### config.mk
export PLATFORM = sky130hd
export DESIGN_NAME = lhd_header_detect
export DESIGN_NICKNAME = d
export VERILOG_FILES = /design/src/rtl/lhd_pkg.sv /design/src/rtl/lhd_rx_front.sv /design/src/rtl/lhd_frame_rx.sv /design/src/rtl/lhd_hdr_timer.sv /design/src/rtl/lhd_flags.sv /design/src/rtl/lhd_header_detect.sv
export SDC_FILE = /design/constraint.sdc
export NUM_CORES = 1
export LEC_CHECK = 0
export ABC_AREA = 1
export BUFFER_PORTS_ARGS = -buffer_cell sky130_fd_sc_hd__buf_2
export CAP_MARGIN = 5
export CORE_ASPECT_RATIO = 0.8
export CORE_MARGIN = 2
export CORE_UTILIZATION = 50
export CTS_CLUSTER_DIAMETER = 100
export DETAILED_ROUTE_END_ITERATION = 10
export PLACE_DENSITY_LB_ADDON = 0.3
export SKIP_LAST_GASP = 1
export SLEW_MARGIN = 20
export SYNTH_ARGS = -nofsm -noshare
export SYNTH_HDL_FRONTEND = slang
export SYNTH_HIERARCHICAL = 1
export SYNTH_SLANG_ARGS = --single-unit
### constraint.sdc
create_clock -name clk -period 2.62 [get_ports clk]
set_clock_uncertainty 0.05 [all_clocks]
set_input_delay 0.131 -clock clk [delete_from_list [all_inputs] [get_ports clk]]
set_output_delay 0.131 -clock clk [all_outputs]
set_load 0.05 [all_outputs]
### src/rtl/lhd_pkg.sv
// Shared types for the LIN slave header detector.
// Assumes: a single clock domain; all users import this package.
package lhd_pkg;

    // Header receive sequence
    typedef enum logic [2:0] {
        ST_WAIT  = 3'd0,   // idle, looking for a break falling edge
        ST_BREAK = 3'd1,   // line low, measuring break length
        ST_SWAIT = 3'd2,   // waiting for the sync start bit
        ST_SYNC  = 3'd3,   // receiving the sync byte
        ST_IWAIT = 3'd4,   // waiting for the identifier start bit
        ST_ID    = 3'd5    // receiving the identifier byte
    } hdr_state_e;

    // Flag vector positions, also the enable bit positions
    localparam int FLG_HDR = 0;
    localparam int FLG_ERR = 1;
    localparam int FLG_RDY = 2;
    localparam int NUM_FLG = 3;

endpackage

### src/rtl/lhd_rx_front.sv
// Line front end: synchronises the raw serial input and detects falling
// edges between consecutive oversampling ticks.
// Assumes: rx_i is asynchronous; tick_i is a one-clock strobe.
module lhd_rx_front #(
    parameter int SYNC_STAGES = 2
) (
    input  logic clk,
    input  logic rst_n,
    input  logic tick_i,
    input  logic rx_i,
    output logic rx_s_o,
    output logic fall_o
);

    logic [SYNC_STAGES-1:0] sync_q;
    logic                   samp_q;

    // Metastability chain, idle level high
    always_ff @(posedge clk) begin
        if (!rst_n) sync_q <= '1;
        else        sync_q <= {sync_q[SYNC_STAGES-2:0], rx_i};
    end

    assign rx_s_o = sync_q[SYNC_STAGES-1];

    // Line level seen at the previous tick
    always_ff @(posedge clk) begin
        if (!rst_n)      samp_q <= 1'b1;
        else if (tick_i) samp_q <= rx_s_o;
    end

    assign fall_o = tick_i & samp_q & ~rx_s_o;

endmodule

### src/rtl/lhd_frame_rx.sv
// Byte frame receiver: start bit, DATA_W data bits LSB first, stop bit.
// Each bit is a majority vote over the three samples around mid-bit.
// Assumes: start_i coincides with the tick holding sample 0 of the start bit.
module lhd_frame_rx #(
    parameter int OSR    = 16,
    parameter int DATA_W = 8
) (
    input  logic              clk,
    input  logic              rst_n,
    input  logic              tick_i,
    input  logic              rx_s_i,
    input  logic              start_i,
    input  logic              abort_i,
    output logic              last_o,
    output logic              ok_o,
    output logic [DATA_W-1:0] data_o
);

    localparam int FRAME_BITS = DATA_W + 2;
    localparam int PH_W       = $clog2(OSR);
    localparam int BI_W       = $clog2(FRAME_BITS);
    localparam int MID        = OSR / 2;
    localparam logic [PH_W-1:0] PH_S0   = PH_W'(MID - 1);
    localparam logic [PH_W-1:0] PH_S1   = PH_W'(MID);
    localparam logic [PH_W-1:0] PH_DEC  = PH_W'(MID + 1);
    localparam logic [PH_W-1:0] PH_END  = PH_W'(OSR - 1);
    localparam logic [BI_W-1:0] BI_STOP = BI_W'(FRAME_BITS - 1);

    logic              busy_q;
    logic [PH_W-1:0]   phase_q;
    logic [BI_W-1:0]   bit_q;
    logic              s0_q, s1_q;
    logic              start_ok_q, stop_ok_q;
    logic [DATA_W-1:0] data_q;
    logic              maj;

    // Two of three samples decide the bit
    always_comb maj = (s0_q & s1_q) | (s0_q & rx_s_i) | (s1_q & rx_s_i);

    assign last_o = busy_q & tick_i & (phase_q == PH_END) & (bit_q == BI_STOP);
    assign ok_o   = start_ok_q & stop_ok_q;
    assign data_o = data_q;

    // Bit timing, sample capture and byte assembly
    always_ff @(posedge clk) begin
        if (!rst_n) begin
            busy_q     <= 1'b0;
            phase_q    <= '0;
            bit_q      <= '0;
            s0_q       <= 1'b1;
            s1_q       <= 1'b1;
            start_ok_q <= 1'b0;
            stop_ok_q  <= 1'b0;
            data_q     <= '0;
        end else if (abort_i) begin
            busy_q <= 1'b0;
        end else if (start_i) begin
            busy_q  <= 1'b1;
            phase_q <= PH_W'(1);
            bit_q   <= '0;
        end else if (busy_q && tick_i) begin
            phase_q <= (phase_q == PH_END) ? '0 : phase_q + 1'b1;
            if (phase_q == PH_S0) s0_q <= rx_s_i;
            if (phase_q == PH_S1) s1_q <= rx_s_i;
            if (phase_q == PH_DEC) begin
                if (bit_q == '0)           start_ok_q <= ~maj;
                else if (bit_q == BI_STOP) stop_ok_q  <= maj;
                else                       data_q     <= {maj, data_q[DATA_W-1:1]};
            end
            if (phase_q == PH_END) begin
                if (bit_q == BI_STOP) busy_q <= 1'b0;
                else                  bit_q  <= bit_q + 1'b1;
            end
        end
    end

endmodule

### src/rtl/lhd_hdr_timer.sv
// Header length timer: counts ticks from the break's first low sample
// and flags expiry combinationally on the limit tick.
// Assumes: start_i and stop_i are never high together.
module lhd_hdr_timer #(
    parameter int LIMIT = 912,
    parameter int CNT_W = $clog2(LIMIT + 1)
) (
    input  logic             clk,
    input  logic             rst_n,
    input  logic             tick_i,
    input  logic             start_i,
    input  logic             stop_i,
    output logic [CNT_W-1:0] cnt_o,
    output logic             expired_o
);

    localparam logic [CNT_W-1:0] LIM_C = CNT_W'(LIMIT);

    logic             run_q;
    logic [CNT_W-1:0] cnt_q;

    assign cnt_o     = cnt_q;
    assign expired_o = run_q & tick_i & (cnt_q == LIM_C);

    // Run control and tick counting
    always_ff @(posedge clk) begin
        if (!rst_n) begin
            run_q <= 1'b0;
            cnt_q <= '0;
        end else if (stop_i || expired_o) begin
            run_q <= 1'b0;
            cnt_q <= '0;
        end else if (start_i) begin
            run_q <= 1'b1;
            cnt_q <= CNT_W'(1);
        end else if (run_q && tick_i) begin
            cnt_q <= cnt_q + 1'b1;
        end
    end

endmodule

### src/rtl/lhd_flags.sv
// Event flags with a two-step clear: a status read arms the flags that are
// set at that moment, the following data read clears only those.
// Assumes: set pulses are single-cycle; a set wins over a clear.
module lhd_flags #(
    parameter int NFLG = 3
) (
    input  logic            clk,
    input  logic            rst_n,
    input  logic [NFLG-1:0] set_i,
    input  logic            rd_status_i,
    input  logic            rd_data_i,
    input  logic [NFLG-1:0] ie_i,
    output logic [NFLG-1:0] flag_o,
    output logic            irq_o
);

    logic [NFLG-1:0] flag_q;
    logic [NFLG-1:0] arm_q;

    for (genvar g = 0; g < NFLG; g++) begin : g_flag
        // One flag and its clear-arm bit
        always_ff @(posedge clk) begin
            if (!rst_n) begin
                flag_q[g] <= 1'b0;
                arm_q[g]  <= 1'b0;
            end else begin
                flag_q[g] <= set_i[g] | (flag_q[g] & ~(rd_data_i & arm_q[g]));
                if (rd_status_i)    arm_q[g] <= flag_q[g];
                else if (rd_data_i) arm_q[g] <= 1'b0;
            end
        end
    end

    assign flag_o = flag_q;
    assign irq_o  = |(flag_q & ie_i);

endmodule

### src/rtl/lhd_header_detect.sv
// LIN slave header detector top. Sequences break, sync and identifier,
// owns the mute state and the identifier register. A header timeout is
// resolved before completion in the same tick, so it always keeps mute.
// Assumes: tick_i is a 16x bit-rate strobe; software reads are pulses.
module lhd_header_detect
    import lhd_pkg::*;
#(
    parameter int          OSR      = 16,
    parameter int          BRK_BITS = 11,
    parameter int          TMO_BITS = 57,
    parameter logic [7:0]  SYNC_VAL = 8'h55
) (
    input  logic       clk,
    input  logic       rst_n,
    input  logic       tick_i,
    input  logic       rx_i,
    input  logic       rd_status_i,
    input  logic       rd_data_i,
    input  logic [2:0] ie_i,
    output logic [7:0] id_o,
    output logic       muted_o,
    output logic       hdr_o,
    output logic       err_o,
    output logic       rdy_o,
    output logic       irq_o
);

    localparam int TMO_TICKS = TMO_BITS * OSR;
    localparam int CNT_W     = $clog2(TMO_TICKS + 1);
    localparam logic [CNT_W-1:0] BRK_C = CNT_W'(BRK_BITS * OSR);

    hdr_state_e         state_q, state_d;
    logic               rx_s, fall;
    logic               tmr_start, tmr_stop, tmo;
    logic [CNT_W-1:0]   tmr_cnt;
    logic               frm_start, frm_abort, frm_last, frm_ok;
    logic [7:0]         frm_data;
    logic               hdr_ok, hdr_err, brk_ok;
    logic               mute_q;
    logic [7:0]         id_q;
    logic [NUM_FLG-1:0] flag_set, flags;

    lhd_rx_front #(.SYNC_STAGES(2)) u_front (
        .clk(clk), .rst_n(rst_n), .tick_i(tick_i), .rx_i(rx_i),
        .rx_s_o(rx_s), .fall_o(fall)
    );

    lhd_hdr_timer #(.LIMIT(TMO_TICKS), .CNT_W(CNT_W)) u_timer (
        .clk(clk), .rst_n(rst_n), .tick_i(tick_i),
        .start_i(tmr_start), .stop_i(tmr_stop),
        .cnt_o(tmr_cnt), .expired_o(tmo)
    );

    lhd_frame_rx #(.OSR(OSR), .DATA_W(8)) u_frame (
        .clk(clk), .rst_n(rst_n), .tick_i(tick_i), .rx_s_i(rx_s),
        .start_i(frm_start), .abort_i(frm_abort),
        .last_o(frm_last), .ok_o(frm_ok), .data_o(frm_data)
    );

    // Header sequencing; timeout is tested ahead of every completion
    always_comb begin
        state_d   = state_q;
        tmr_start = 1'b0;
        tmr_stop  = 1'b0;
        frm_start = 1'b0;
        frm_abort = 1'b0;
        hdr_ok    = 1'b0;
        hdr_err   = 1'b0;
        brk_ok    = 1'b0;
        case (state_q)
            ST_WAIT: begin
                if (fall) begin
                    tmr_start = 1'b1;
                    state_d   = ST_BREAK;
                end
            end
            ST_BREAK: begin
                if (tmo) begin
                    hdr_err = 1'b1;
                end else if (tick_i && rx_s) begin
                    if (tmr_cnt >= BRK_C) begin
                        brk_ok  = 1'b1;
                        state_d = ST_SWAIT;
                    end else begin
                        tmr_stop = 1'b1;
                        state_d  = ST_WAIT;
                    end
                end
            end
            ST_SWAIT, ST_IWAIT: begin
                if (tmo) begin
                    hdr_err = 1'b1;
                end else if (fall) begin
                    frm_start = 1'b1;
                    state_d   = (state_q == ST_SWAIT) ? ST_SYNC : ST_ID;
                end
            end
            ST_SYNC: begin
                if (tmo) begin
                    hdr_err = 1'b1;
                end else if (frm_last) begin
                    if (frm_ok && frm_data == SYNC_VAL) state_d = ST_IWAIT;
                    else                                hdr_err = 1'b1;
                end
            end
            ST_ID: begin
                if (tmo) begin
                    hdr_err = 1'b1;
                end else if (frm_last) begin
                    if (frm_ok) hdr_ok  = 1'b1;
                    else        hdr_err = 1'b1;
                end
            end
            default: state_d = ST_WAIT;
        endcase
        if (hdr_ok || hdr_err) begin
            state_d   = ST_WAIT;
            tmr_stop  = 1'b1;
            frm_abort = 1'b1;
        end
    end

    // State register
    always_ff @(posedge clk) begin
        if (!rst_n) state_q <= ST_WAIT;
        else        state_q <= state_d;
    end

    // Mute: cleared only by a completed header, set by break or error
    always_ff @(posedge clk) begin
        if (!rst_n)                 mute_q <= 1'b1;
        else if (hdr_ok)            mute_q <= 1'b0;
        else if (hdr_err || brk_ok) mute_q <= 1'b1;
    end

    // Identifier capture on completion
    always_ff @(posedge clk) begin
        if (!rst_n)      id_q <= '0;
        else if (hdr_ok) id_q <= frm_data;
    end

    always_comb begin
        flag_set          = '0;
        flag_set[FLG_HDR] = hdr_ok;
        flag_set[FLG_ERR] = hdr_err;
        flag_set[FLG_RDY] = hdr_ok;
    end

    lhd_flags #(.NFLG(NUM_FLG)) u_flags (
        .clk(clk), .rst_n(rst_n), .set_i(flag_set),
        .rd_status_i(rd_status_i), .rd_data_i(rd_data_i), .ie_i(ie_i),
        .flag_o(flags), .irq_o(irq_o)
    );

    assign id_o    = id_q;
    assign muted_o = mute_q;
    assign hdr_o   = flags[FLG_HDR];
    assign err_o   = flags[FLG_ERR];
    assign rdy_o   = flags[FLG_RDY];

endmodule

==> results.txt, run 1 <==
----------------------------------------------------
[Status]
  Run status ... finished, final reports clean

[Timing]
  Crit path time final ... 2.33 ns
  Setup repair after global routing missed its margin ... false
  Sum of negative setup slack ... 0 ns
  Portion of the clock cycle consumed by the worst path in the final layout ... 88.8%
  Fin. max-slew vios ... 0
  Worst max-slew margin expressed relative to the limit ... 73.4%
  Highest clock rate ... 430 MHz
  Total setup violations reported at the end of the flow ... 0
  Worst-case hold slack ... 0.0584 ns
  Actual transition at the worst max-transition pin ... 0.395 ns
  Final count of hold timing violations ... 0
  Min setup slack post-route ... 0.294 ns

[Cells and area]
  Filler instances ... 560
  Layout-stage area growth over the synthesis result ... 10.0%
  Most frequent cells in the layout ... sky130_fd_sc_hd__nand2_1 (107), sky130_fd_sc_hd__nor2_1 (66), sky130_fd_sc_hd__inv_1 (63), sky130_fd_sc_hd__dfxtp_1 (53), sky130_fd_sc_hd__nand3_1 (37)
  Leading cell type in the layout, fill and taps excluded ... sky130_fd_sc_hd__nand2_1
  Core Util, Final ... 57.5%
  Number of antenna cells inserted ... 0
  Fraction of layout cells with a size suffix above 1 ... 15.6%
  Net total in the final layout ... 478

[Floorplan]
  Area of the core region ... 0.00553 sq mm
  I/O Pins ... 22
  Die span in x ... 89.0 um
  Initial core utilization ... 52.3%
  Site row count ... 24
  Die area ... 0.00640 sq mm
  Vertical die dimension ... 72.0 um

[Yosys]
  Distinct cell type count after synthesis ... 27
  Cell types with the largest area share after synthesis ... sky130_fd_sc_hd__dfxtp_1 (37%), sky130_fd_sc_hd__nand2_1 (14%), sky130_fd_sc_hd__nor2_1 (8.6%), sky130_fd_sc_hd__inv_1 (8.2%), sky130_fd_sc_hd__nand3_1 (6.4%)
  Cells after synthesis ... 433
  Dominant cell type by area after synthesis ... sky130_fd_sc_hd__dfxtp_1
  EDFF count, synth ... 0
  Warnings, synthesis ... 6
  Share of synthesized flip-flops with an asynchronous set or reset ... 0%
  Post-synth top area share ... 36.7%
  Syn Area/Cell ... 6.67 sq um
  Post-Syn Nets ... 450
  Yosys reg bits ... 53
  Proportion of synthesized chip area in sequential cells ... 36.7%
  Most common flop cell mapped by yosys ... sky130_fd_sc_hd__dfxtp_1
  Post-synthesis instance area ... 0.00289 sq mm

[Clock network]
  Latest clock arrival within the worst-skew pair ... 0.30 ns
  Number of CTS-inserted buffers ... 5
  CTS tree ... built
  Clock transition at the registers of the reported paths ... 0.09 ns
  Clk buf depth ... 2
  Depth of the CTS H-tree ... 2
  Root buffer cell ... sky130_fd_sc_hd__clkbuf_8
  Sinks on Clock Net ... 53

[Worst setup path]
  Worst reg-to-reg setup slack ... 0.29 ns
  Buffers & Inverters on Critical Path ... 4
  Largest stage delay on the critical path ... 0.39 ns
  Reg-to-Reg End ... u_frame/s0_q
  Crit path required time ... 2.76 ns
  Kind of cell with the highest combined delay on the critical path ... simple AND/OR/NAND/NOR gates
  Crit. Startpoint ... u_frame/bit_q[1]
  Arr. time, crit path ... 2.46 ns
  Critical path's slowest cell ... sky130_fd_sc_hd__dfxtp_1
  Critical path start-end classification ... reg2reg
  Highest net fanout along the worst path ... 5
  Worst reg2reg path startpoint ... u_frame/bit_q[1]
  Worst path cell trace ... inv_1 > ha_1 > nand2_1 > nor2_2 > nand3_1 > inv_1 > inv_1 > nor2_1 > nand2_1 > nand2_1 > nand2_2 > nand2_1 > inv_1 > nand2_4 > nor2_4 > nand3_1 > a21oi_1 > o21ai_0
  Startpoint class of the critical path ... flop
  Endpoint type of the worst setup path ... flop
  Number of cells on the worst reg-to-reg path ... 18

[Routing]
  Iteration-0 DRC count of the detailed router ... 161
  Total via count after detailed routing ... 2629
  Number of detailed-route iterations in the first pass ... 4
  Routed wire per std cell ... 10.8 um
  Via density ... 4.88
  Total Routed Length ... 5810 um
  Post-detailed-route DRC marker count ... 0
  Antenna-violating nets left ... 0

[Placed design]
  Final HPWL DP ... 4370 um
  GP Congestion ... 0.873
  Quantity of I/O buffers inserted on ports ... 21
  Worst slack at placement ... 0.143 ns

[Worst hold path]
  Hold Path Sink ... u_front/sync_q[0]
  Class of the tightest hold or removal check ... in2reg
  Launch instance of the worst min-delay path ... rst_n
  Cell depth of the worst min-delay path ... 2

[Power and ir drop]
  Leakage dissipation ... 1.46 nW
  IR Drop Worst-Case VDD ... 0.278 mV
  Cell Pwr Density ... 424 mW/mm^2

[Global route]
  Initial antenna violation count ... 0
  Total GRT Usage ... 19.7%
  Residual overflow from global routing ... 0
  First-pass GRT wire length ... 10300 um
  Pin count of the biggest net entering global routing ... 24
  Via count of the first global-routing pass ... 2359

[Job]
  Maximum Capacitance Violations ... 0

----------------------------------------------------
per-layer routing:
metal | vias to the layer above | part of all wire (%) | global-route usage [%]
met5 | - | 0 | 0
met4 | 0 | 0.46 | 3.81
met3 | 2 | 5.0 | 3.98
met2 | 59 | 43 | 30.3
met1 | 1167 | 52 | 28.9
li1 | 1401 | - | -
power by group:
group	internal (mW)	switching, mW
registers	0.811	0.00708
clock network	0.185	0.264
logic	0.0266	0.0536
cell type report:
type / instances / area [sq um] / share of cell area (%)
Multi-Input combinational cell: 305 / 1520 / 48.0
Sequential cell: 53 / 1060 / 33.4
Inverter: 70 / 264 / 8.31
Timing Repair Buffer: 26 / 145 / 4.57
Tap cell: 78 / 97.6 / 3.07
Clock buffer: 5 / 68.8 / 2.17
Clock inverter: 2 / 16.3 / 0.512
sequential cells by signal, summed over array words and instances (netlist names), 2 cells and up:
signal / flops
state_q: 3
id_o: 8
u_frame/bit_q: 4
u_flags/arm_q: 3
u_flags/flag_o: 3
u_front/sync_q: 2
u_frame/data_o: 8
u_frame/phase_q: 4
u_timer/cnt_o: 10
cell families (layout without fill, tap and decap cells):
group	count (synthesis)	after routing	share of synthesized area, %
compound gates	49	49	9.66
buf+inv	75	103	10.7
flops	53	53	36.7
xor+xnor	2	2	0.607
fa+ha+maj	8	8	3.47
simple gates	246	246	38.9
cell usage after synthesis, types with 5 or more instances:
library cell and count:
sky130_fd_sc_hd__a21oi_1 28, sky130_fd_sc_hd__dfxtp_1 53, sky130_fd_sc_hd__ha_1 8, sky130_fd_sc_hd__inv_1 63, sky130_fd_sc_hd__inv_2 6, sky130_fd_sc_hd__nand2_1 107
sky130_fd_sc_hd__nand2_2 10, sky130_fd_sc_hd__nand3_1 37, sky130_fd_sc_hd__nor2_1 66, sky130_fd_sc_hd__nor2_2 7, sky130_fd_sc_hd__nor2_4 5, sky130_fd_sc_hd__o21ai_0 12
worst max path at each step:
stage | endpoint | slack (ns) | cells past startpoint
CTS | u_frame/bit_q[3] | 0.11 | 13
global placement | u_frame/phase_q[2] | 0.11 | 12
detailed placement | u_frame/bit_q[3] | 0.14 | 12
global route | u_frame/s0_q | 0.05 | 18
finish | u_frame/s0_q | 0.29 | 18
floorplan | u_frame/start_ok_q | 0.45 | 14
through the flow:
stage | instance area, sq um | std cells | power [mW]
floorplan | 2890 | 433 | 0.894
global placement | 3080 | 531 | 0.915
detailed placement | 3080 | 531 | 0.916
CTS | 3170 | 539 | 1.36
global route | 3180 | 539 | 1.40
finish | 3180 | 539 | 1.35
timing repair:
action,CTS,global route
setup endpoints to repair,0,5
resized for setup,0,1
endpoints found under the hold margin,1,0
buffers inserted,0,0
hold buffers,1,0
Power figures use the tool's default switching activity.
==> inputs of run 2 (changes only) <==
- GPL_TIMING_DRIVEN: default -> 0
==> run 2 against run 1 <==
Register-to-register slack got worse by 0.04 ns. Core utilization up 1.0 points. Sequential share of layout area fell by 0.49 points. Highest routed layer unchanged. Combinational power rose by 2.7%. Fmax fell by 1.8%. Clock power rose by 29%. Worst hold slack lost 0.029 ns. Non-clock buffer count up 1. Final area grew 1.7%. Power rose by 9.9%.
==> results.txt, run 2 (synthesis results as in run 1) <==
----------------------------------------------------
[Worst setup path]
  Kind of cell with the highest combined delay on the critical path ... simple AND/OR/NAND/NOR gates
  Critical path's slowest cell ... sky130_fd_sc_hd__dfxtp_1
  Highest net fanout along the worst path ... 8
  Largest stage delay on the critical path ... 0.39 ns
  Worst path cell trace ... inv_1 > ha_1 > nand2_1 > nor2_4 > nand3_1 > inv_1 > nand2_1 > nor3_4 > inv_2 > nand2_2 > inv_1 > nand2_4 > nor2_4 > nand3_1 > a21oi_1 > o21ai_0
  Crit path required time ... 2.76 ns
  Buffers & Inverters on Critical Path ... 4
  Number of cells on the worst reg-to-reg path ... 16
  Crit path top cell by count ... sky130_fd_sc_hd__inv_1
  Worst reg2reg path startpoint ... u_frame/bit_q[1]
  Startpoint class of the critical path ... flop
  Critical path destination ... u_frame/s0_q
  Worst reg-to-reg setup slack ... 0.25 ns
  Reg-to-Reg End ... u_frame/s0_q
  Arr. time, crit path ... 2.51 ns
  Crit. Startpoint ... u_frame/bit_q[1]
  Cell depth of the worst setup path ... 16
  Critical path start-end classification ... reg2reg
  Endpoint type of the worst setup path ... flop

[Clock network]
  Sinks on Clock Net ... 53
  Latest clock arrival within the worst-skew pair ... 0.31 ns
  Number of CTS-inserted buffers ... 5
  Clk buf depth ... 2
  Clock transition at the registers of the reported paths ... 0.10 ns
  CTS tree ... built
  Depth of the CTS H-tree ... 2
  Postcts setup bufs ... 0
  Root buffer cell ... sky130_fd_sc_hd__clkbuf_8

[Placed design]
  Total cell area at the placement stage ... 0.00309 sq mm
  Final HPWL DP ... 4390 um
  GP Congestion ... 0.824
  Quantity of I/O buffers inserted on ports ... 21

[Power and ir drop]
  Net switching power ... 0.350 mW
  Cell Pwr Density ... 458 mW/mm^2
  Clock share of power ... 39.2%
  Share of power burned in combinational logic ... 5.6%
  IR Drop Worst-Case VDD ... 0.314 mV
  Flop pwr share ... 55.3%
  Pint ... 1.13 mW
  Leakage dissipation ... 1.48 nW
  Final total power ... 1.48 mW
  Fraction of power spent switching nets ... 23.6%

[Global route]
  Pin count of the biggest net entering global routing ... 19
  Residual overflow from global routing ... 0
  Initial antenna violation count ... 0
  First-pass GRT wire length ... 10100 um
  Via count of the first global-routing pass ... 2284
  Total GRT Usage ... 19.8%

[Timing]
  Setup repair after global routing missed its margin ... false
  Final count of hold timing violations ... 0
  Portion of the clock cycle consumed by the worst path in the final layout ... 90.4%
  Highest clock rate ... 422 MHz
  Worst max-slew margin expressed relative to the limit ... 73.6%
  Crit path time final ... 2.37 ns
  Worst-case hold slack ... 0.0293 ns
  Sum of negative setup slack ... 0 ns
  Total setup violations reported at the end of the flow ... 0
  Fin. max-slew vios ... 0
  Actual transition at the worst max-transition pin ... 0.392 ns

[Cells and area]
  Fraction of layout cells with a size suffix above 1 ... 16.8%
  Area of all placed cells without fillers ... 0.00323 sq mm
  Number of antenna cells inserted ... 0
  Leading cell type in the layout, fill and taps excluded ... sky130_fd_sc_hd__nand2_1
  Layout-stage area growth over the synthesis result ... 11.9%
  Net total in the final layout ... 479
  Number of flip-flops under the largest register name ... 10
  Most frequent cells in the layout ... sky130_fd_sc_hd__nand2_1 (106), sky130_fd_sc_hd__nor2_1 (66), sky130_fd_sc_hd__inv_1 (62), sky130_fd_sc_hd__dfxtp_1 (51), sky130_fd_sc_hd__nand3_1 (37)

[Routing]
  Total via count after detailed routing ... 2609
  Antenna-violating nets left ... 0
  Post-detailed-route DRC marker count ... 0
  Total Routed Length ... 5760 um
  Via density ... 4.82
  Iteration-0 DRC count of the detailed router ... 142
  Number of detailed-route iterations in the first pass ... 4
  Routed wire per std cell ... 10.6 um

[Floorplan]
  Die span in x ... 89.0 um
  Area of the core region ... 0.00553 sq mm
  Site row count ... 24
  Initial core utilization ... 52.3%
  Vertical die dimension ... 72.0 um
  Die area ... 0.00640 sq mm
  I/O Pins ... 22

[Status]
  Run status ... finished, final reports clean

[Worst hold path]
  Class of the tightest hold or removal check ... in2reg

[Job]
  Maximum Capacitance Violations ... 0

----------------------------------------------------
[run 2: cell count changes in the layout (fill, tap and decap cells not counted), moves of 2 or more]
cell | previous run | this run
sky130_fd_sc_hd__inv_6 | 0 | 2
sky130_fd_sc_hd__dfxtp_2 | 0 | 2
sky130_fd_sc_hd__buf_4 | 4 | 0
sky130_fd_sc_hd__dfxtp_1 | 53 | 51
sky130_fd_sc_hd__buf_6 | 0 | 3
sky130_fd_sc_hd__buf_2 | 21 | 23
[run 2: what timing repair did]
item / CTS / global route
hold endpoints to repair: 1 / 0
cloned: 0 / 0
endpoints found under the setup margin: 4 / 19
hold buffers: 1 / 0
resized for setup: 1 / 5
pin swaps: 0 / 1
[run 2: worst min path at each step]
stage               start                 to  cells past startpoint
CTS                 rst_n  u_front/sync_q[0]                      2
global placement     rx_i  u_front/sync_q[0]                      3
finish              rst_n  u_front/sync_q[0]                      2
global route        rst_n  u_front/sync_q[0]                      2
detailed placement   rx_i  u_front/sync_q[0]                      3
floorplan           rst_n  u_front/sync_q[0]                      1
[run 2: routing by layer]
| metal | up-vias | routed length (um) | part of all wire, % | GRT usage [%] |
|---|---|---|---|---|
| met5 | - | 0 | 0 | 0 |
| met4 | 0 | 57 | 0.99 | 5.97 |
| met3 | 5 | 199 | 3.5 | 3.41 |
| met2 | 44 | 2430 | 42 | 30.3 |
| met1 | 1154 | 3070 | 53 | 28.7 |
| li1 | 1406 | - | - | - |
[run 2: power by group through the flow]
| stage | Sequential [mW] | Combinational [mW] | Clock (mW) |
|---|---|---|---|
| after floorplan | 0.836 | 0.0583 | 0 |
| after global placement | 0.837 | 0.0798 | 0 |
| after detailed placement | 0.837 | 0.0802 | 0 |
| after CTS | 0.819 | 0.0820 | 0.600 |
| after global routing | 0.820 | 0.0951 | 0.632 |
| final | 0.819 | 0.0824 | 0.580 |
[run 2: stage by stage]
step / utilization (%) / instances / worst slack (ns)
final: 58.5 / 541 / 0.251
after global routing: 58.5 / 541 / 0.0107
after CTS: 58.2 / 541 / 0.0625
after detailed placement: 55.9 / 532 / 0.0355
after global placement: 55.9 / 532 / 0.106
after floorplan: - / 433 / 0.453
[run 2: layout make-up]
cell class / count / area [sq um]
plain buffers: 5 / 43.8
clock buffers: 5 / 68.8
clock inverters: 3 / 47.5
fillers: 550 / 2290
inverters: 70 / 264
multi-input cells: 305 / 1530
flip-flops and latches: 53 / 1060
well taps: 78 / 97.6
repair buffers: 22 / 115
